`src/rtl/evc_pkg.sv`:
```
package evc_pkg;
  localparam int DIGIT_W = 4;
  localparam int DIGIT_MAX = 9;

  typedef logic [DIGIT_W-1:0] bcd_t;

  // next value of one decade, wrapping 9 to 0
  function automatic bcd_t bcd_next(input bcd_t d);
    if (d >= bcd_t'(DIGIT_MAX)) return '0;
    return d + bcd_t'(1);
  endfunction

  // decade is at its terminal value
  function automatic logic bcd_is_max(input bcd_t d);
    return d == bcd_t'(DIGIT_MAX);
  endfunction
endpackage

```
`src/rtl/evc_sync.sv`:
```
module evc_sync #(
  parameter int WIDTH = 1,
  parameter int STAGES = 2,
  parameter logic [WIDTH-1:0] RST_VAL = '1
) (
  input  logic             clk,
  input  logic             rst_n,
  input  logic [WIDTH-1:0] d_i,
  output logic [WIDTH-1:0] q_o
);
  logic [WIDTH-1:0] stage_q [STAGES];

  generate
    for (genvar s = 0; s < STAGES; s++) begin : g_stage
      always_ff @(posedge clk or negedge rst_n) begin
        if (!rst_n) stage_q[s] <= RST_VAL;
        else if (s == 0) stage_q[s] <= d_i;
        else stage_q[s] <= stage_q[(s == 0) ? 0 : s-1];
      end
    end
  endgenerate

  assign q_o = stage_q[STAGES-1];
endmodule

```
`src/rtl/evc_front.sv`:
```
// Falling-edge detection with a true inhibit: the edge history always
// follows the count line, only the resulting step is suppressed.
module evc_front (
  input  logic clk,
  input  logic rst_n,
  input  logic count_s,
  input  logic inhibit_n_s,
  output logic advance_o
);
  logic count_d;

  always_ff @(posedge clk or negedge rst_n) begin
    if (!rst_n) count_d <= 1'b1;
    else count_d <= count_s;
  end

  assign advance_o = count_d & ~count_s & inhibit_n_s;
endmodule

```
`src/rtl/evc_decade.sv`:
```
module evc_decade
  import evc_pkg::*;
(
  input  logic clk,
  input  logic rst_n,
  input  logic clr_i,
  input  logic en_i,
  output bcd_t digit_o,
  output logic tc_o
);
  bcd_t digit_q;

  always_ff @(posedge clk or negedge rst_n) begin
    if (!rst_n) digit_q <= '0;
    else if (clr_i) digit_q <= '0;
    else if (en_i) digit_q <= bcd_next(digit_q);
  end

  assign digit_o = digit_q;
  assign tc_o    = en_i & bcd_is_max(digit_q);
endmodule

```
`src/rtl/evc_overflow.sv`:
```
module evc_overflow (
  input  logic clk,
  input  logic rst_n,
  input  logic clr_i,
  input  logic wrap_i,
  output logic half_o,
  output logic carry_n_o
);
  logic half_q;
  logic carry_n_q;

  always_ff @(posedge clk or negedge rst_n) begin
    if (!rst_n) begin
      half_q    <= 1'b0;
      carry_n_q <= 1'b1;
    end else if (clr_i) begin
      half_q    <= 1'b0;
      carry_n_q <= 1'b1;
    end else begin
      half_q    <= half_q | wrap_i;
      carry_n_q <= ~wrap_i;
    end
  end

  assign half_o    = half_q;
  assign carry_n_o = carry_n_q;
endmodule

```
`src/rtl/evc_counter.sv`:
```
module evc_counter
  import evc_pkg::*;
#(
  parameter int NUM_DECADES = 4,
  parameter int SYNC_STAGES = 2
) (
  input  logic                           clk,
  input  logic                           rst_n,
  input  logic                           count_i,
  input  logic                           count_inhibit_n_i,
  input  logic                           clear_n_i,
  output logic [NUM_DECADES*DIGIT_W-1:0] bcd_o,
  output logic                           half_o,
  output logic                           carry_n_o
);
  localparam int N_CTRL = 3;

  logic [N_CTRL-1:0] ctrl_raw;
  logic [N_CTRL-1:0] ctrl_s;
  logic              count_s;
  logic              inhibit_n_s;
  logic              clr_s;
  logic              advance;
  logic              wrap;
  logic [NUM_DECADES:0] stage_en;

  assign ctrl_raw = {clear_n_i, count_inhibit_n_i, count_i};

  evc_sync #(.WIDTH(N_CTRL), .STAGES(SYNC_STAGES), .RST_VAL('1)) u_sync (
    .clk  (clk),
    .rst_n(rst_n),
    .d_i  (ctrl_raw),
    .q_o  (ctrl_s)
  );

  assign count_s     = ctrl_s[0];
  assign inhibit_n_s = ctrl_s[1];
  assign clr_s       = ~ctrl_s[2];

  evc_front u_front (
    .clk        (clk),
    .rst_n      (rst_n),
    .count_s    (count_s),
    .inhibit_n_s(inhibit_n_s),
    .advance_o  (advance)
  );

  assign stage_en[0] = advance & ~clr_s;

  generate
    for (genvar i = 0; i < NUM_DECADES; i++) begin : g_decade
      bcd_t digit;
      evc_decade u_decade (
        .clk    (clk),
        .rst_n  (rst_n),
        .clr_i  (clr_s),
        .en_i   (stage_en[i]),
        .digit_o(digit),
        .tc_o   (stage_en[i+1])
      );
      assign bcd_o[i*DIGIT_W +: DIGIT_W] = digit;
    end
  endgenerate

  assign wrap = stage_en[NUM_DECADES];

  evc_overflow u_overflow (
    .clk      (clk),
    .rst_n    (rst_n),
    .clr_i    (clr_s),
    .wrap_i   (wrap),
    .half_o   (half_o),
    .carry_n_o(carry_n_o)
  );
endmodule

```
`config.mk`:
```
export PLATFORM = sky130hd
export DESIGN_NAME = evc_counter
export DESIGN_NICKNAME = d
export VERILOG_FILES = /design/src/rtl/evc_pkg.sv /design/src/rtl/evc_sync.sv /design/src/rtl/evc_front.sv /design/src/rtl/evc_decade.sv /design/src/rtl/evc_overflow.sv /design/src/rtl/evc_counter.sv
export SDC_FILE = /design/constraint.sdc
export NUM_CORES = 1
export LEC_CHECK = 0
export BUFFER_PORTS_ARGS = -buffer_cell sky130_fd_sc_hd__buf_2
export CAP_MARGIN = 20
export CORE_ASPECT_RATIO = 1.2
export CORE_MARGIN = 1.5
export CORE_UTILIZATION = 41
export CTS_CLUSTER_DIAMETER = 150
export DETAILED_ROUTE_END_ITERATION = 8
export GPL_ROUTABILITY_DRIVEN = 0
export PLACE_DENSITY = 0.65
export SETUP_SLACK_MARGIN = 0.3
export SLEW_MARGIN = 5
export SYNTH_ARGS = -nofsm -noshare
export SYNTH_HDL_FRONTEND = slang
export SYNTH_SLANG_ARGS = --single-unit
```
`constraint.sdc`:
```
create_clock -name clk -period 1.8 [get_ports clk]
set_input_delay 0.09 -clock clk [delete_from_list [all_inputs] [get_ports clk]]
set_output_delay 0.09 -clock clk [all_outputs]
set_load 0.02 [all_outputs]
```
==> flow_summary.toml, run 1 <==
[drt]
wl_per_cell_um = 14.6
wl_met2_mm = 1.51
drtAntennaViolNets = 0
drc = 0
first_pass_iters = 4
met3_length_um = 99
drtIter0Drc = 33
wirelength_mm = 2.81
num_vias = 1008
avgViaCountPerCell = 5.22
wl_met1_mm = 1.16
top_layer_used = "met4"

[cts]
cts_tree = "built"
clkTransAtPathRegs_ns = 0.14
cts_buffer_depth = 2
insertion_delay_ns = 0.32
h-tree-depth = 1
cts_sinks = 25
cts_root_buffer = "clkbuf_4"
cts_buffers = 3

[setup_path]
cp-end-kind = "flip-flop"
critPathKind = "reg -> reg"
slowest_delay_ns = 0.46
worstPathRequired_ns = 2.06
critical_path.max_fanout = 5
crit_path_start = "g_decade[1].u_decade.digit_o[1]"
cp-start-kind = "flip-flop"
crit_arrival_ns = 1.90
r2r-start = "g_decade[1].u_decade.digit_o[1]"
cp_cell_sequence = "inv_4, ha_4, or3b_4, a211oi_4, a21oi_1, mux2i_1"
crit_slowest_cell = "dfrtp_2"

[global_route]
antenna_found_initial = 0
grtUsageTotal_pct = 18.2
grt_max_degree = 26
grt_pass1_vias = 1007
grt_pass1_wl_mm = 4.61
grt-ovfl-total = 0

[die]
placement_rows = 22
dieArea_um2 = 3510
initial_core_util_pct = 42.9
dieHeight_um = 64.6
ios = 23
die_width_um = 54.4
core_um2 = 3030

[synth]
synth_seq_cells = 25
yosys-top-cells-area = "dfrtp_1 33%, dfstp_2 16%, ha_1 12%"
synth_cell_types = 30
yosysWarnings = 0
synth_seq_area_share_pct = 49.0
avgSynthCellArea_um2 = 11.7
synth_top_area_share_pct = 32.8
ys.flop_type = "dfrtp_1"
async_flop_share_pct = 100
synth_nets = 128
netlist_area_um2 = 1300
synth-edff-count = 0
synth_top_area_cell = "dfrtp_1"
syn_inst = 111

[cells_and_area]
syn2layout_area_growth_pct = 37.2
antennaDiodeCount = 0
fill_cells = 270
fin_nets = 175
multiInputGateArea_um2 = 726
fin_util_pct = 58.8
ff_latch_area_um2 = 646
fin_area_um2 = 1780
drive_above_1_share_pct = 54.1

[sta]
fin_crit_sh_pct = 90.8
finalSetupViolations = 0
slew_headroom_pct = 62.1
worst_pin_slew_ns = 0.569
min_period_ns = 1.63
fin_skew_ns = 0.00729
rsz0062_at_grt = "yes"
finalWorstSetupSlack_ns = 0.165
final_max_slew_viol_count = 0
hold_viol = 0
fmax_ghz = 0.612
fin_setup_tns_ns = 0

[power_and_ir_drop]
p_total_uw = 900
p_per_area_nw_per_um2 = 505
vdd_drop_max_mv = 0.354
total_leakage_power_nw = 0.842

[place]
post-place-ws_ns = 0.0224
dpl_cell_area_um2 = 1530
portBuffers = 22
hpwl_mm = 1.82

[status]
status = "finished, final reports clean"

[run]
maxCapViolCount = 0

[worst_hold_path]
hold_class = "in -> async"
-- layout make-up --
class / count / area share, %
timing repair buffer: 43 / 16.4
inverter: 11 / 2.46
tap: 36 / 2.53
sequential: 25 / 36.3
multi-input combinational: 74 / 40.8
clock buffer: 3 / 1.26
clock inverter: 1 / 0.281
-- cell families after synthesis --
family	share of synthesized area, %
XOR/XNOR	1.35
buffers and inverters	4.05
multiplexers	5.59
AND/OR/NAND/NOR	17.1
AO/OA/AOI/OAI	11.4
flip-flops	49.0
adder cells (fa/ha/maj)	11.6
-- critical path: cells and delay by family (launching register included) --
kind	cells	cell delay, ns
flops	1	0.46
fa+ha+maj	1	0.12
buf+inv	1	0.08
compound gates	2	0.40
mux	1	0.13
simple gates	1	0.38
-- timing repair --
item / in CTS / in global routing
gates resized for setup: 12 / 5
endpoints found under the setup margin: 18 / 18
pin swaps: 12 / 7
buffers inserted: 14 / 1
hold buffers: 4 / 0
endpoints found under the hold margin: 20 / 0
-- per-layer routing --
metal,vias up,track usage (%)
li1,488,-
met1,488,21.6
met2,28,31.8
met3,4,2.07
met4,0,7.81
met5,-,0
-- Yosys cell counts (3+ instances only) --
library cell  instances
nand3_1               4
or3b_2                4
inv_1                11
a22o_1                3
nor2_1                4
dfstp_2               8
nand2_1               6
a21oi_1               9
mux2i_1               5
o21ai_0               3
dfrtp_1              17
a311oi_1              3
ha_1                 12
nand3b_1              3
-- cell usage in the layout (no fill, tap or decap), types with 3 or more instances in the layout --
cell type,instances
dlygate4sd3_1,4
a21oi_1,6
nand3b_1,3
dfrtp_2,8
clkbuf_4,3
dfstp_2,8
buf_6,4
inv_2,3
nor2_1,4
buf_4,13
a21oi_2,3
a311oi_1,3
or3b_4,3
ha_1,8
mux2i_1,5
buf_2,22
inv_1,7
dfrtp_1,9
o21ai_0,3
ha_4,4
nand2_1,5
a22o_1,3
-- path summary, 6_finish.rpt --
kind                                                    to  slack, ns  cells after the start
min in group clk                             u_sync.q_o[0]       0.37                      0
hold reg to reg                              u_sync.q_o[0]       0.37                      0
max in group asynchronous  g_decade[3].u_decade.digit_o[1]       1.12                      2
setup / recovery           g_decade[1].u_decade.digit_o[2]       0.17                      6
setup reg to reg           g_decade[1].u_decade.digit_o[2]       0.17                      6
hold / removal             g_decade[0].u_decade.digit_o[0]       0.28                      2
-- state kept, by name, indices dropped and copies added, names as in the netlist --
name / flops
u_front.count_d: 1
u_sync.q_o: 3
g_decade.u_decade.digit_o: 16
u_overflow.carry_n_o: 1
u_sync.stage_q: 3
u_overflow.half_o: 1
-- stage by stage --
| step | cells | hold WS (ns) |
|---|---|---|
| 2_1_floorplan | 111 | -0.206 |
| 3_3_place_gp | 170 | 0.105 |
| 3_5_place_dp | 170 | 0.117 |
| 4_1_cts | 192 | 0.296 |
| 5_1_grt | 193 | 0.318 |
| 6_report | 193 | 0.280 |
-- where the power goes --
group / internal, mW / total (mW) / switching [mW]
sequential: 0.578 / 0.586 / 0.00736
clock: 0.0832 / 0.257 / 0.174
combinational: 0.0252 / 0.0573 / 0.0321
Power figures use the tool's default switching activity.
==> run 2, diff against run 1 <==
--- a/constraint.sdc
+++ b/constraint.sdc
@@ -3,2 +3,2 @@
 set_output_delay 0.09 -clock clk [all_outputs]
-set_load 0.02 [all_outputs]
+set_load 0.05 [all_outputs]
==> run 2 against run 1 <==
Worst setup slack worse by 0.026 ns. Register-to-register slack worse by 0.03 ns. Hold slack better by 0.012 ns. Via count rose by 1.9%. Non-clock buffer count rose by 6. Cell area up 4.5%. Global-route usage down 1.1 points. Combinational power increased by 20%. Clock skew fell by 0.0028 ns. Wire length down 3.7%. Critical path type unchanged. Critical endpoint is now g_decade[1].u_decade.digit_o[1]. Largest power group unchanged. Highest routed layer unchanged.
==> flow_summary.toml, run 2 (synthesis gave the netlist of run 1 again) <==
[cells_and_area]
syn2layout_area_growth_pct = 43.4
largest_reg_flops = 16
fin_area_um2 = 1860
ff_latch_area_um2 = 648
drive_above_1_share_pct = 58.3
layout_common_cells = "22 x buf_2, 19 x buf_4, 10 x dfrtp_2"
fin_nets = 181
multiInputGateArea_um2 = 759
layout_commonest_cell = "buf_2"
antennaDiodeCount = 0
fill_cells = 268

[drt]
wirelength_mm = 2.71
drtIter0Drc = 7
num_vias = 1027
wl_per_cell_um = 13.6
first_pass_iters = 4
drc = 0
drtAntennaViolNets = 0
avgViaCountPerCell = 5.16

[setup_path]
cp-end-kind = "flip-flop"
critPathKind = "reg -> reg"
crit_arrival_ns = 1.91
critical_path.max_fanout = 4
cp-start-kind = "flip-flop"
worstPathRequired_ns = 2.05

[sta]
finalWorstSetupSlack_ns = 0.139
fin_skew_ns = 0.00445
hold_viol = 0
fmax_ghz = 0.602
finalSetupViolations = 0
worst_pin_slew_ns = 0.549
final_max_slew_viol_count = 0
slew_headroom_pct = 63.4
fin_setup_tns_ns = 0
rsz0062_at_grt = "yes"
fin_crit_sh_pct = 92.3
min_period_ns = 1.66

[power_and_ir_drop]
vdd_drop_max_mv = 0.401
total_leakage_power_nw = 0.875
p_per_area_nw_per_um2 = 479

[cts]
insertion_delay_ns = 0.30
clkTransAtPathRegs_ns = 0.13
h-tree-depth = 1
cts_buffers = 3
cts_buffer_depth = 2
cts_tree = "built"
cts_sinks = 25
cts_root_buffer = "clkbuf_4"

[die]
placement_rows = 22
initial_core_util_pct = 42.9
dieHeight_um = 64.6
die_width_um = 54.4
dieArea_um2 = 3510
ios = 23
core_um2 = 3030

[global_route]
grt-ovfl-total = 0
antenna_found_initial = 0
grtUsageTotal_pct = 17.1
grt_max_degree = 26
grt_pass1_vias = 1042
grt_pass1_wl_mm = 4.51

[run]
maxCapViolCount = 0

[status]
status = "finished, final reports clean"

[worst_hold_path]
hold_class = "in -> async"

[place]
portBuffers = 22
dpl_cell_area_um2 = 1550
hpwl_mm = 1.74
post-place-ws_ns = 0.125
-- run 2: critical path: stages (launching register included) --
cell and delay (ns):
dfrtp_2 0.47, inv_2 0.08, ha_4 0.11, or3b_4 0.38, a211oi_4 0.27, buf_4 0.16, a22o_1 0.12
-- run 2: layout make-up --
cell class	instances	share of cell area (%)
Multi-Input combinational cell	74	40.8
Sequential cell	25	34.8
Timing Repair Buffer	49	18.2
Tap cell	36	2.42
Inverter	11	2.35
Clock buffer	4	1.41
-- run 2: power by group --
group / switching, mW / internal, mW / total (mW)
clock network: 0.150 / 0.0862 / 0.236
logic: 0.0393 / 0.0298 / 0.0690
registers: 0.00745 / 0.578 / 0.586
-- run 2: timing repair --
item / 4_1_cts / 5_1_grt
setup buffers: 13 / 8
hold buffers: 4 / 0
pin swaps: 10 / 15
gates resized for setup: 7 / 12
endpoints found under the setup margin: 16 / 17
hold endpoints to repair: 20 / 0
-- run 2: through the flow --
stage | instances | total power, mW | hold slack (ns) | util (%)
floorplan | 111 | 0.629 | -0.206 | -
global placement | 170 | 0.649 | 0.103 | 51.3
detailed placement | 170 | 0.653 | 0.113 | 51.3
CTS | 191 | 0.905 | 0.300 | 57.7
global route | 199 | 0.937 | 0.326 | 61.4
finish | 199 | 0.891 | 0.292 | 61.4
-- run 2: worst paths after layout --
path	slack (ns)	cells past startpoint	start	end
max	0.14	6	g_decade[1].u_decade.digit_o[0]	g_decade[1].u_decade.digit_o[1]
min reg2reg	0.37	0	u_sync.stage_q[4]	u_sync.q_o[1]
min	0.29	2	rst_n	g_decade[0].u_decade.digit_o[2]
min in group clk	0.37	0	u_sync.stage_q[4]	u_sync.q_o[1]
max reg2reg	0.14	6	g_decade[1].u_decade.digit_o[0]	g_decade[1].u_decade.digit_o[1]
max in group asynchronous	1.11	2	rst_n	g_decade[3].u_decade.digit_o[1]
-- run 2: metal layers --
layer	GRT usage (%)	up-vias	wire, um
met4	5.31	0	34
met2	29.1	20	1450
met1	21.4	505	1150
li1	-	498	-
met3	2.76	4	81
met5	0	-	0
==> run 3, diff against run 2 <==
==> constraint.sdc (replaced) <==
create_clock -name clk -period 1.8 [get_ports clk]
set_input_delay 0.27 -clock clk [delete_from_list [all_inputs] [get_ports clk]]
set_output_delay 0.27 -clock clk [all_outputs]
set_load 0.05 [all_outputs]
==> run 3 against run 2 <==
Register-to-register slack about the same. Sequential share of layout area up 0.57 points. Non-clock buffer count down 3. Die area unchanged. Largest power group unchanged. Flip-flop and latch count unchanged. Highest routed layer unchanged. Clock power about the same. Critical path depth unchanged. Critical path type unchanged. Global-route usage down 0.19 points.
==> flow_summary.toml, run 3 (synthesis gave the netlist of run 1 again) <==
[power_and_ir_drop]
switchingPower_uw = 196
total_leakage_power_nw = 0.862
seqPwrFrac_pct = 66.1
vdd_drop_max_mv = 0.393
p_clk_share_pct = 26.7
intPower_uw = 690
p_per_area_nw_per_um2 = 484
p_comb_share_pct = 7.2
p_total_uw = 886
p_sw_share_pct = 22.1

[worst_hold_path]
hp-start = "count_inhibit_n_i"
hold_class = "in -> reg"

[setup_path]
r2r-start = "g_decade[1].u_decade.digit_o[0]"
critPathKind = "reg -> reg"
crit_path_start = "g_decade[1].u_decade.digit_o[0]"
worstPathRequired_ns = 2.05
cp-end-kind = "flip-flop"
cp-start-kind = "flip-flop"
crit_arrival_ns = 1.91
critical_path.max_fanout = 4

[cts]
cts_sinks = 25
insertion_delay_ns = 0.30
clkTransAtPathRegs_ns = 0.13
cts_buffer_depth = 2
cts_root_buffer = "clkbuf_4"
h-tree-depth = 1
cts_buffers = 3
cts_tree = "built"

[run]
maxCapViolCount = 0

[drt]
drtIter0Drc = 7
drc = 0
wl_per_cell_um = 13.7
wirelength_mm = 2.69
avgViaCountPerCell = 5.20
drtAntennaViolNets = 0
num_vias = 1019
first_pass_iters = 4

[place]
hpwl_mm = 1.74
dpl_cell_area_um2 = 1550
portBuffers = 22

[die]
core_um2 = 3030
dieHeight_um = 64.6
dieArea_um2 = 3510
placement_rows = 22
ios = 23
die_width_um = 54.4
initial_core_util_pct = 42.9

[sta]
hold_viol = 0
final_max_slew_viol_count = 0
worst_pin_slew_ns = 0.546
slew_headroom_pct = 63.6
fin_setup_tns_ns = 0
fmax_ghz = 0.602
rsz0062_at_grt = "yes"
fin_skew_ns = 0.00447
fin_crit_sh_pct = 92.3
min_period_ns = 1.66
finalSetupViolations = 0

[cells_and_area]
fill_cells = 269
fin_nets = 178
antennaDiodeCount = 0
drive_above_1_share_pct = 59.4
layout_commonest_cell = "buf_2"
layout_common_cells = "22 x buf_2, 19 x buf_4, 10 x dfrtp_2"
syn2layout_area_growth_pct = 41.1
fin_area_um2 = 1830
largest_reg_flops = 16

[global_route]
grt_pass1_vias = 1024
antenna_found_initial = 0
grtUsageTotal_pct = 16.9
grt-ovfl-total = 0
grt_pass1_wl_mm = 4.46
grt_max_degree = 26

[status]
status = "finished, final reports clean"
## run 3: cell count changes in the layout (fill, tap and decap cells not counted), sizes merged
cell and delta:
dlygate4sd3 -3
## run 3: what timing repair did
item	in CTS	in global routing
setup endpoints to repair	16	17
hold endpoints to repair	17	0
hold buffers	1	0
resized for setup	7	12
pin swaps	10	15
setup buffers	13	8
## run 3: layout make-up
| cell class | count | area (um^2) | area share (%) |
|---|---|---|---|
| multi-input cells | 74 | 759 | 41.5 |
| flip-flops and latches | 25 | 648 | 35.4 |
| repair buffers | 46 | 308 | 16.8 |
| well taps | 36 | 45.0 | 2.46 |
| inverters | 11 | 43.8 | 2.39 |
| clock buffers | 4 | 26.3 | 1.44 |
## run 3: worst paths after layout
| kind | cells past startpoint | slack (ns) | endpoint |
|---|---|---|---|
| worst min-delay path | 1 | 0.05 | u_sync.stage_q[4] |
| min in group asynchronous | 2 | 0.47 | g_decade[0].u_decade.digit_o[2] |
| worst min register to register | 0 | 0.37 | u_sync.q_o[1] |
| worst max-delay path | 6 | 0.14 | g_decade[1].u_decade.digit_o[1] |
| worst max register to register | 6 | 0.14 | g_decade[1].u_decade.digit_o[1] |
| max in group asynchronous | 2 | 0.94 | g_decade[3].u_decade.digit_o[1] |
## run 3: critical path, stage by stage (launching register included)
cell	delay (ns)
dfrtp_2	0.47
inv_2	0.08
ha_4	0.11
or3b_4	0.38
a211oi_4	0.27
buf_4	0.16
a22o_1	0.12
## run 3: per-layer routing
layer	track usage (%)	share of wire [%]	vias to the layer above
met3	2.76	3.1	4
met4	5.31	1.3	0
met5	0	0	-
met2	28.5	53	20
li1	-	-	491
met1	21.4	42	504
## run 3: metrics by stage
| step | cells | utilization [%] | hold WS [ns] | worst slack [ns] |
|---|---|---|---|---|
| 5_1_grt | 196 | 60.5 | 0.0185 | 0.0919 |
| 6_report | 196 | 60.5 | 0.0473 | 0.139 |
| 2_1_floorplan | 111 | - | -0.0256 | 0.0237 |
| 4_1_cts | 188 | 56.7 | 0.0362 | 0.119 |
| 3_3_place_gp | 170 | 51.3 | 0.283 | 0.177 |
| 3_5_place_dp | 170 | 51.3 | 0.293 | 0.125 |
## run 3: power by group through the flow
stage	logic, mW	clock network, mW	registers, mW
finish	0.0641	0.236	0.586
global route	0.0714	0.273	0.587
CTS	0.0616	0.253	0.586
detailed placement	0.0557	0	0.597
global placement	0.0531	0	0.596
floorplan	0.0283	0	0.601
